**src/rtl/lst_pkg.sv**
```systemverilog
package lst_pkg;
  localparam int NUM_IN = 3;

  typedef enum logic [1:0] {
    FN_AND = 2'b00,
    FN_OR  = 2'b01,
    FN_XOR = 2'b10,
    FN_MAJ = 2'b11
  } lst_func_e;
endpackage

```
**src/rtl/lst_sync.sv**
```systemverilog
module lst_sync #(
  parameter int WIDTH  = 4,
  parameter int STAGES = 2
) (
  input  logic             clk,
  input  logic             rst_n,
  input  logic [WIDTH-1:0] d,
  output logic [WIDTH-1:0] q
);
  logic [WIDTH-1:0] stage_q [STAGES];

  genvar g;
  generate
    for (g = 0; g < STAGES; g++) begin : g_stage
      always_ff @(posedge clk or negedge rst_n) begin
        if (!rst_n) begin
          stage_q[g] <= '0;
        end else if (g == 0) begin
          stage_q[g] <= d;
        end else begin
          stage_q[g] <= stage_q[(g == 0) ? 0 : g-1];
        end
      end
    end
  endgenerate

  assign q = stage_q[STAGES-1];
endmodule

```
**src/rtl/lst_func.sv**
```systemverilog
module lst_func
  import lst_pkg::*;
(
  input  lst_func_e         func,
  input  logic [NUM_IN-1:0] in_s,
  input  logic [NUM_IN-1:0] pol,
  input  logic [NUM_IN-1:0] en,
  output logic              fval
);
  localparam int CNT_W = $clog2(NUM_IN + 1);

  logic [NUM_IN-1:0] term;
  logic [CNT_W-1:0]  ones;

  genvar i;
  generate
    for (i = 0; i < NUM_IN; i++) begin : g_term
      always_comb begin
        if (en[i]) term[i] = in_s[i] ^ pol[i];
        else       term[i] = (func == FN_AND);
      end
    end
  endgenerate

  always_comb begin
    ones = '0;
    for (int k = 0; k < NUM_IN; k++) ones = ones + CNT_W'(term[k]);
  end

  always_comb begin
    unique case (func)
      FN_AND:  fval = &term;
      FN_OR:   fval = |term;
      FN_XOR:  fval = ^term;
      default: fval = (ones >= CNT_W'(2));
    endcase
  end
endmodule

```
**src/rtl/lst_eval.sv**
```systemverilog
module lst_eval (
  input  logic clk,
  input  logic rst_n,
  input  logic fval,
  input  logic q_s,
  input  logic mode_lvl,
  input  logic qlevel,
  input  logic target,
  input  logic arm,
  output logic trig,
  output logic armed
);
  logic q_d, q_d_n;
  logic f_prev, f_prev_n, prev_vld, prev_vld_n;
  logic smp, smp_n, smp_vld, smp_vld_n;
  logic trig_q, trig_n, armed_q, armed_n;
  logic q_edge, fire_lvl, fire_edg, fire;

  always_comb begin
    q_edge   = (q_s != q_d) && (q_s == qlevel);
    fire_lvl = prev_vld && (fval != f_prev) && (fval == target) && (q_s == qlevel);
    fire_edg = q_edge && smp_vld && (fval != smp) && (fval == target);
    fire     = armed_q && (mode_lvl ? fire_lvl : fire_edg);

    q_d_n      = q_s;
    f_prev_n   = fval;
    prev_vld_n = 1'b1;
    smp_n      = q_edge ? fval : smp;
    smp_vld_n  = smp_vld | q_edge;
    trig_n     = fire;
    if (arm)       armed_n = 1'b1;
    else if (fire) armed_n = 1'b0;
    else           armed_n = armed_q;
  end

  always_ff @(posedge clk or negedge rst_n) begin
    if (!rst_n) begin
      q_d      <= 1'b0;
      f_prev   <= 1'b0;
      prev_vld <= 1'b0;
      smp      <= 1'b0;
      smp_vld  <= 1'b0;
      trig_q   <= 1'b0;
      armed_q  <= 1'b0;
    end else begin
      q_d      <= q_d_n;
      f_prev   <= f_prev_n;
      prev_vld <= prev_vld_n;
      smp      <= smp_n;
      smp_vld  <= smp_vld_n;
      trig_q   <= trig_n;
      armed_q  <= armed_n;
    end
  end

  assign trig  = trig_q;
  assign armed = armed_q;
endmodule

```
**src/rtl/logic_state_trigger.sv**
```systemverilog
module logic_state_trigger
  import lst_pkg::*;
#(
  parameter int SYNC_STAGES = 2
) (
  input  logic              clk,
  input  logic              rst_n,
  input  logic [NUM_IN-1:0] din,
  input  logic              qclk,
  input  logic [1:0]        cfg_func,
  input  logic [NUM_IN-1:0] cfg_pol,
  input  logic [NUM_IN-1:0] cfg_en,
  input  logic              cfg_target,
  input  logic              cfg_mode,
  input  logic              cfg_qlevel,
  input  logic              arm,
  output logic              trig,
  output logic              armed
);
  localparam int SW = NUM_IN + 1;

  logic [SW-1:0]     sync_q;
  logic [NUM_IN-1:0] in_s;
  logic              q_s;
  logic              fval;

  lst_sync #(.WIDTH(SW), .STAGES(SYNC_STAGES)) u_sync (
    .clk(clk), .rst_n(rst_n), .d({qclk, din}), .q(sync_q)
  );

  assign in_s = sync_q[NUM_IN-1:0];
  assign q_s  = sync_q[NUM_IN];

  lst_func u_func (
    .func(lst_func_e'(cfg_func)), .in_s(in_s), .pol(cfg_pol), .en(cfg_en), .fval(fval)
  );

  lst_eval u_eval (
    .clk(clk), .rst_n(rst_n), .fval(fval), .q_s(q_s), .mode_lvl(cfg_mode),
    .qlevel(cfg_qlevel), .target(cfg_target), .arm(arm), .trig(trig), .armed(armed)
  );
endmodule

```
**config.mk**
```make
export PLATFORM = sky130hd
export DESIGN_NAME = logic_state_trigger
export DESIGN_NICKNAME = d
export VERILOG_FILES = /design/src/rtl/lst_pkg.sv /design/src/rtl/lst_sync.sv /design/src/rtl/lst_func.sv /design/src/rtl/lst_eval.sv /design/src/rtl/logic_state_trigger.sv
export SDC_FILE = /design/constraint.sdc
export NUM_CORES = 1
export LEC_CHECK = 0
export BUFFER_PORTS_ARGS = -buffer_cell sky130_fd_sc_hd__buf_4
export CORE_MARGIN = 4
export CORE_UTILIZATION = 36
export DETAILED_ROUTE_END_ITERATION = 10
export PLACE_DENSITY = 0.6
export SYNTH_ARGS = -nofsm -noshare
export SYNTH_HDL_FRONTEND = slang
export SYNTH_SLANG_ARGS = --single-unit
```
**constraint.sdc**
```tcl
create_clock -name clk -period 2.35 [get_ports clk]
set_clock_uncertainty 0.15 [all_clocks]
set_input_delay 0.1175 -clock clk [delete_from_list [all_inputs] [get_ports clk]]
set_output_delay 0.1175 -clock clk [all_outputs]
set_load 0.1 [all_outputs]
```
* After elaboration in Yosys (flattened, before gate mapping)
Cells that the tools add are included.
** Word-level totals
- Input port bits :: 18
- Output and inout bits :: 2
- Logic and storage cells :: 43
- Flip-flop bits (word level) :: 15
** Cells by class
- Magnitude comparators :: 1
- Reductions and logical operators :: 13
- Bitwise gates (word level) :: 4
- Add/sub/neg operators :: 2
- Muxes and demuxes :: 7
- Eq/ne operators :: 7
** Operators with widths (number)
- $logic_and 1x1->1 :: 8
- $mux 1 :: 6
- $ne 1x1->1 :: 3
- $pmux 1 s3 :: 1
- $reduce_and 3->1 :: 1
- $reduce_or 3->1 :: 1
- $reduce_xor 3->1 :: 1
- $xor 1x1->1 :: 3
- $add 1x1->2 :: 1
- $add 2x1->2 :: 1
- $eq 1x1->1 :: 2
- $eq 2x1->1 const B :: 1
- $eq 2x2->1 const B :: 1
- $ge 2x2->1 const B :: 1
- $logic_not 2->1 :: 1
- $reduce_bool 2->1 :: 1
- $or 1x1->1 :: 1

* Depth between registers and ports, before layout
Gate-level depths: netlist (run 1).
- Depth in word-level cells :: 14
- Mapped depth :: 9
- Gate-level depth less buffers :: 9

* Cells and area by module
From an unflattened synthesis (run 1), not the netlist that was laid out.
** Second synthesis, totals
- Cells, all modules :: 58
- Area, all modules :: 710.7 um2
** Modules (own cells, without submodules)
- lst_eval :: cells each 23, seq. area each 175.2 um2, instances 1, area an instance 309.0 um2
- lst_sync :: cells each 12, seq. area each 200.2 um2, instances 1, area an instance 230.2 um2
- lst_func :: cells each 23, seq. area each 0.0 um2, instances 1, area an instance 171.4 um2

* Least setup slack after synthesis (run 1)
OpenSTA, ideal clock, no wires.
- Path type :: register to register
- Start :: register u_sync.stage_q, in the netlist u_sync.q[0]
- End :: register u_eval.armed_q (netlist: u_eval.armed)
- Setup time :: 126 ps
- Clock period less this slack :: 2487 ps
- Cell stages (with the launch flop) :: 10
- Data required time :: 2074 ps
- Path buffers :: 0
- Slack :: -137 ps
- Data arrival time :: 2211 ps
- Path through :: dfrtp_1 -> xor2_1 -> nand2_1 -> o31ai_1 -> inv_1 -> fa_1 -> nor2b_1 -> o31ai_1 -> or4_4 -> a311o_1
** Between the ends
- Cells in the longest elaborated chain, start to end :: 13
- Elaborated cells between the ends (all ways) :: 20
- Those cells by class :: 2 x add/sub; 1 x order compare; 3 x eq/ne; 3 x mux; 1 x bitwise; 10 x reduce/logical
** Ends and longest elaborated chain
- start: declaration :: RTL line lst_sync.sv:10 : logic [WIDTH-1:0] stage_q [STAGES];
- start signal: indexed assignment :: RTL line lst_sync.sv:21 : stage_q[g] <= stage_q[(g == 0) ? 0 : g-1];
- $xor 1x1->1 * :: RTL line lst_func.sv:19 : if (en[i]) term[i] = in_s[i] ^ pol[i];
- $mux 1 * :: RTL line lst_func.sv:19
- $add 1x1->2 :: RTL line lst_func.sv:27 : for (int k = 0; k < NUM_IN; k++) ones = ones + CNT_W'(term[k]);
- $add 2x1->2 :: RTL line lst_func.sv:27
- $ge 2x2->1 :: RTL line lst_func.sv:35 : default: fval = (ones >= CNT_W'(2));
- $pmux 1 s3 * :: RTL line lst_func.sv:31 : unique case (func)
- $ne 1x1->1 :: RTL line lst_eval.sv:21 : fire_lvl = prev_vld && (fval != f_prev) && (fval == target) && (q_s == qlevel);
- $logic_and 1x1->1 (3 in series) :: RTL line lst_eval.sv:21
- $mux 1 * :: RTL line lst_eval.sv:23 : fire = armed_q && (mode_lvl ? fire_lvl : fire_edg);
- $logic_and 1x1->1 * :: RTL line lst_eval.sv:23
- $reduce_bool 2->1 (no source line) *
- end signal: assignment :: RTL line lst_eval.sv:52 : armed_q <= armed_n;
- end: declaration :: RTL line lst_eval.sv:16 : logic trig_q, trig_n, armed_q, armed_n;
Every way passes the cells marked *; elsewhere a longest branch is shown, timed or not.
A chain may end at the register's enable or synchronous reset.

* Worst setup path in the final report (run 1)
- Start :: register u_sync.stage_q, in the netlist u_sync.q[1]
- End :: register u_eval.armed_q (netlist: u_eval.armed)
Same word-level chain as after synthesis.

==> run metrics, run 1 <==
die area=2770 um2; status=finished, violations left; worst setup margin=-136 ps; FF-to-FF Start=u_sync.q[1]$_DFF_PN0_; yosys warns=0; die span in x=52.7 um; P per Cell Area=528 nW/um2; post-DP HPWL=1130 um; post-synthesis xor/xnor area fraction=0.0488; # diodes=0; FMAX=402 MHz; Crit. End Element=flop; Routed WL=1540 um; crit-path cells=xnor2_2 -> a21oi_2 -> inv_1 -> fa_1 -> nor2b_1 -> o31ai_2 -> or4_4 -> a311o_1; clock group share of total power=0.252; number of H-tree levels=1; synthesized cell area=718 um2; CTS root buf=clkbuf_4; Total Neg Setup Slack=-136 ps; Post-synth EDFFs=0; top cell type's share of synthesized area=0.523; CTS tree=done; WP data required=2370 ps; Synthesized Nets=89; gpl congestion=0.677; worst-skew pair later-pin latency=280 ps; total CTS buffers=3; Comb pwr share=0.268; sequential share of the synthesized area=0.523; Yosys cell types=26; clk sinks=15; ratio of final minimum period to clock period=1.06; via count=648; first-pass GRT wire length=2480 um; Synth area leader=dfrtp_1; CP arrival=2510 ps; hold slack=23.1 ps; Port Buf Inserts=19; most common cell in the synthesized netlist=dfrtp_1; RSZ-0062 raised after global routing=yes; worst vdd ir=452 uV; ys flop type=dfrtp_1; Synth Area in Compound Gates=0.146; leak pwr=0.550 nW; type of the most critical hold path=in -> reg; register share of total power=0.480; Post-Syn Instances=68; worst-path maximum fanout=2; Final ANT Viol Nets=0; Hold Path End=u_eval.trig$_DFF_PN0_; nets@finish=135; GR Overflow Total=0; final hold vios=0; synth cell count leaders=dfrtp_1, inv_1, nand2_1; multiplexer share of the synthesized area=0; GRT Total Usage=0.119; Post-Syn Area per Cell=10.6 um2; fraction of registers with async set/reset=1.00; area growth from synthesis to layout=56.4%; Core Area=1800 um2; layout cells sized above 1=0.407; CTS max path bufs=2; die outline height=52.7 um; crit-path max cell delay=470 ps; vias in the first global route=641; initial antenna violation count=0; RR Endpoint=u_eval.armed$_DFFE_PN0P_; main combinational cell family by area after synthesis=simple AND/OR/NAND/NOR gates; FF+latch count, synth=15; # rows=15; I/O pin cnt=20; Worst R2R Setup Slack=-140 ps; min-delay src=cfg_mode; max-cap viol count=0; clock slew at reported path FFs=90 ps; slowest stage cell on the critical path=fa_1; Post-route DRC=0; cell family contributing the most delay on the critical path=simple AND/OR/NAND/NOR gates; final slew viol count=0; Via density=4.70; Pint=0.426 mW; CP Class=reg -> reg; setup violators final=1; switching power=0.167 mW; Power Total=0.594 mW; largest cells by area after synthesis=dfrtp_1, inv_1, nand2_1; pin count of the biggest net entering global routing=16; Post-Synth Simple-Gate Area=0.178; type of origin of the critical path=flop; violated checks=setup timing; Sw Share=0.282; Initial Util=0.399; Final Critical Period=2490 ps; adder-cell share of the synthesized area=0.0627; Buf+Inv Stages, Crit Path=1; cells on worst reg2reg path=8; Hold Path Stages=4; routed wire length per instance=11.1 um; initial DRC count=8; 1st-pass router iterations=4
metrics by stage:
step / instance area, um2 / utilization / worst slack (ps) / cells
3_3_place_gp: 965 / 0.535 / -117 / 121
6_report: 1120 / 0.624 / -136 / 138
3_5_place_dp: 965 / 0.535 / -176 / 121
2_1_floorplan: 723 / - / -101 / 68
4_1_cts: 1100 / 0.609 / -95.0 / 137
5_1_grt: 1120 / 0.624 / -199 / 138
final cells by class:
| cell class | instances | area (um2) |
|---|---|---|
| Clock inverter | 1 | 5.00 |
| Fill cell | 169 | 678 |
| Multi-Input combinational cell | 46 | 338 |
| Sequential cell | 15 | 375 |
| Inverter | 7 | 26.3 |
| Clock buffer | 3 | 22.5 |
| Timing Repair Buffer | 41 | 325 |
| Tap cell | 25 | 31.3 |
how the worst max path moves through the flow:
stage,to,slack (ps),cells after the start,from
final,u_eval.armed$_DFFE_PN0P_,-140,8,u_sync.q[1]$_DFF_PN0_
after global routing,u_eval.armed$_DFFE_PN0P_,-200,8,u_sync.q[1]$_DFF_PN0_
after CTS,u_eval.armed$_DFFE_PN0P_,-90,8,u_sync.q[1]$_DFF_PN0_
after detailed placement,u_eval.armed$_DFFE_PN0P_,-180,8,u_sync.q[1]$_DFF_PN0_
after global placement,u_eval.armed$_DFFE_PN0P_,-120,8,u_sync.q[1]$_DFF_PN0_
after floorplan,u_eval.armed$_DFFE_PN0P_,-100,8,u_sync.q[1]$_DFF_PN0_
power groups by stage:
| stage | combinational [mW] | sequential (mW) | clock (mW) |
|---|---|---|---|
| floorplan | 0.0548 | 0.300 | 0 |
| global placement | 0.128 | 0.289 | 0 |
| detailed placement | 0.131 | 0.290 | 0 |
| CTS | 0.153 | 0.284 | 0.151 |
| global route | 0.175 | 0.288 | 0.166 |
| finish | 0.159 | 0.285 | 0.150 |
tightest hold or removal path, delay by kind of cell:
kind,cells,cell delay (ps)
buffers and inverters,1,100
AOI/OAI and AO/OA,3,200
metal layers:
layer,track usage,vias to the layer above,wire (um)
met4,0.0383,0,30
met1,0.145,300,669
met2,0.207,16,780
met5,0,-,0
met3,0.0256,4,54
li1,-,328,-
state kept, by name, indices dropped and copies added (netlist names):
register / cells
u_eval.q_d: 1
u_sync.stage_q: 4
u_eval.f_prev: 1
u_eval.armed: 1
u_eval.trig: 1
u_sync.q: 4
u_eval.smp: 1
u_eval.smp_vld: 1
u_eval.prev_vld: 1
kinds of logic (layout without fill, tap and decap cells):
family / Yosys count / after routing
and+or+nand+nor: 24 / 24
xor gates and xnor gates: 4 / 4
other: 1 / 1
AOI/OAI and AO/OA: 14 / 14
buffers and inverters: 7 / 52
adders and majority gates: 3 / 3
DFF: 15 / 15
what timing repair did:
item | CTS | global route
hold buffers | 6 | 1
endpoints found under the hold margin | 20 | 1
endpoints found under the setup margin | 1 | 3
resized for setup | 0 | 3
pin swaps | 3 | 0
buffers inserted | 6 | 0
placed cells by master (no fill, tap or decap), drive strengths merged, types with 2 or more instances in the layout:
master       instances
nand2                7
nor2                 4
inv                  7
xnor2                3
dfrtp               15
dlygate4sd3          7
o31ai                3
o21ai                2
and2                 2
nor2b                2
ha                   2
clkbuf               3
nand3                2
a21oi                4
buf                 34
nor3                 2
(Power assumes the default switching activity.)
==> run 2, diff against run 1 <==
- ABC_AREA: not set -> 1
- PLACE_DENSITY: 0.6 -> 0.59
- SKIP_LAST_GASP: not set -> 1
==> run metrics, run 2 <==
status=finished clean; ys flop type=dfrtp_1; Comb pwr share=0.251 (-0.017); fraction of registers with async set/reset=1.00 (unchanged); cell family contributing the most delay on the critical path=buffers and inverters; register share of total power=0.506 (+0.026); P per Cell Area=550 nW/um2 (+4.2%); # diodes=0 (unchanged); type of the most critical hold path=in -> reg; clk sinks=15 (unchanged); most common cell in the synthesized netlist=nand2_1; CP Class=in -> reg; first-pass GRT wire length=2240 um (-9.5%); post-DP HPWL=990 um (-12%); ratio of final minimum period to clock period=0.956 (-0.102); Post-Syn Instances=77 (+13%); GR Overflow Total=0 (unchanged); top cell type's share of synthesized area=0.503 (-0.0193); crit-path max cell delay=530 ps (+60 ps); Post-Syn Area per Cell=9.68 um2 (-8.3%); die span in x=53.5 um (+1.6%); switching power=0.163 mW (-2.6%); clock slew at reported path FFs=90 ps (about the same); Sw Share=0.287 (+0.00588); Synthesized Nets=98 (+10%); GRT Total Usage=0.108 (-0.0111); leak pwr=0.546 nW (-0.74%); worst setup margin=103 ps (+239 ps); WL met3=52 um (-3.7%); worst vdd ir=350 uV (-23%); Synth area leader=dfrtp_1; nets@finish=129 (-4.4%); most frequent cells in the layout=buf_4, nand2_1, dfrtp_1, inv_1, dlygate4sd3_1; Post-synth EDFFs=0 (unchanged); final hold vios=0 (unchanged); largest cells by area after synthesis=dfrtp_1, nand2_1, nand2_4; yosys warns=0 (unchanged); vias in the first global route=573 (-11%); clock group share of total power=0.243 (-0.009); final slew viol count=0 (unchanged); sequential share of the synthesized area=0.503 (-0.0193); initial DRC count=4 (-4); Initial Util=0.380 (-0.0185); FMAX=445 MHz (+11%); Crit. End Element=flop; setup violators final=0 (-1); FF+latch count, synth=15 (unchanged); synthesized cell area=746 um2 (+3.8%); CTS tree=done; Placed Instances=123 (+1.7%); CTS root buf=clkbuf_4; Core Area=1960 um2 (+8.9%); area growth from synthesis to layout=38.1%; WL met1=522 um (-22%); Post-route DRC=0 (unchanged); total CTS buffers=3 (unchanged); die outline height=53.5 um (+1.6%); Highest Signal Layer=met4; worst-path maximum fanout=3 (+1); Pint=0.404 mW (-5.3%); routed wire length per instance=9.29 um (-16%); met2 WL=658 um (-16%); CTS max path bufs=2 (unchanged); I/O pin cnt=20 (unchanged); Final Critical Period=2250 ps (-239 ps); synth cell count leaders=nand2_1, dfrtp_1, inv_1; Yosys cell types=19 (-27%); Final ANT Viol Nets=0 (unchanged); initial antenna violation count=0 (unchanged); commonest non-fill, non-tap cell in the layout=buf_4; crit-path cells=dlygate4sd3_1 -> buf_4 -> inv_4 -> nand2_4 -> inv_2 -> o21a_1 -> inv_2 -> fa_1 -> or2_0 -> nand2_1 -> nand2_2 -> nand2_4 -> mux2_2; Routed WL=1250 um (-19%); max-cap viol count=0 (unchanged); Port Buf Inserts=19 (unchanged); worst-skew pair later-pin latency=270 ps (about the same); gpl congestion=0.671 (-1.0%); 1st-pass router iterations=4 (unchanged); design area=1030 um2 (-8.4%); Placed Area=922 um2 (-4.4%); Via density=4.17 (-11%); via count=559 (-14%); Buf+Inv Stages, Crit Path=5 (+4); number of H-tree levels=1 (unchanged); layout cells sized above 1=0.374 (-0.0332); type of origin of the critical path=input pin; # rows=16 (+1); pin count of the biggest net entering global routing=16 (unchanged); die area=2860 um2 (+3.2%); Post-Layout Cell Count=134 (-2.9%); setup slack at placement=183 ps (+358 ps); final-layout fill cell count=202 (+20%); fin util=0.525 (-0.0987); CP arrival=2260 ps (-250 ps); WP data required=2360 ps (about the same); slowest stage cell on the critical path=dlygate4sd3_1
run 2: changes by cell type after synthesis, sizes merged, moves of 3 or more:
| cell | previous run | this run |
|---|---|---|
| a21oi | 4 | 1 |
| inv | 7 | 16 |
| nand3 | 2 | 5 |
| o31ai | 3 | 0 |
| nand2 | 7 | 23 |
run 2: power by group through the flow:
stage	registers [mW]	clock network (mW)	logic [mW]
global route	0.289	0.158	0.160
floorplan	0.308	0	0.0664
global placement	0.291	0	0.127
detailed placement	0.292	0	0.131
CTS	0.287	0.146	0.140
finish	0.287	0.138	0.142
run 2: worst register-to-register path, cell delays in order, from the launching register on:
cell	delay, ps
dfrtp_1	380
xnor2_1	120
nand2_1	60
o21a_1	150
inv_2	60
fa_1	500
or2_0	100
nand2_1	60
nand2_2	100
nand2_4	60
mux2_2	250
run 2: per-layer routing:
metal,vias up,track usage
met1,255,0.126
met2,13,0.192
li1,289,-
met3,2,0.0169
met4,0,0.0511
met5,-,0
run 2: cell families (layout without fill, tap and decap cells):
logic type / after synthesis / after routing / synth area share
multiplexers: 2 / 2 / 0.0302
flip-flops: 15 / 15 / 0.503
AND/OR/NAND/NOR: 32 / 32 / 0.243
XOR/XNOR: 2 / 2 / 0.0235
buffers and inverters: 16 / 46 / 0.0805
other: 1 / 1 / 0.00503
adder cells (fa/ha/maj): 3 / 3 / 0.0604
AO/OA/AOI/OAI: 6 / 6 / 0.0537
run 2: through the flow:
stage	hold WS [ps]	power, mW	setup TNS [ps]
6_report	61.0	0.567	0
3_3_place_gp	-172	0.418	0
3_5_place_dp	-170	0.423	0
5_1_grt	50.1	0.606	-3.45
2_1_floorplan	-328	0.374	0
4_1_cts	41.6	0.572	0
run 2: final timing paths:
check                                                 start                          end  slack (ps)  cells past startpoint
worst min-delay path                            cfg_func[1]      u_eval.f_prev$_DFF_PN0_          60                      4
min in group asynchronous                             rst_n  u_sync.stage_q[6]$_DFF_PN0_          70                      2
worst max-delay path                            cfg_func[0]       u_eval.smp$_DFFE_PN0P_         100                     13
max in group asynchronous                             rst_n        u_sync.q[3]$_DFF_PN0_        1810                      2
worst max register to register        u_sync.q[0]$_DFF_PN0_       u_eval.smp$_DFFE_PN0P_         240                     10
worst min register to register  u_sync.stage_q[7]$_DFF_PN0_        u_sync.q[3]$_DFF_PN0_         200                      0
run 2: what timing repair did:
action                                  in CTS  in global routing
hold buffers                                 7                  0
hold endpoints to repair                    21                  0
gates resized for setup                      0                  5
buffers inserted                             0                  0
endpoints found under the setup margin       0                  3
run 2: area by class of cell:
type,count,area [um2],share of cell area
clock buffers,3,22.5,0.0219
clock inverters,1,5.00,0.00486
inverters,16,62.6,0.0608
multi-input cells,46,318,0.309
flip-flops and latches,15,375,0.365
well taps,27,33.8,0.0328
repair buffers,26,213,0.207
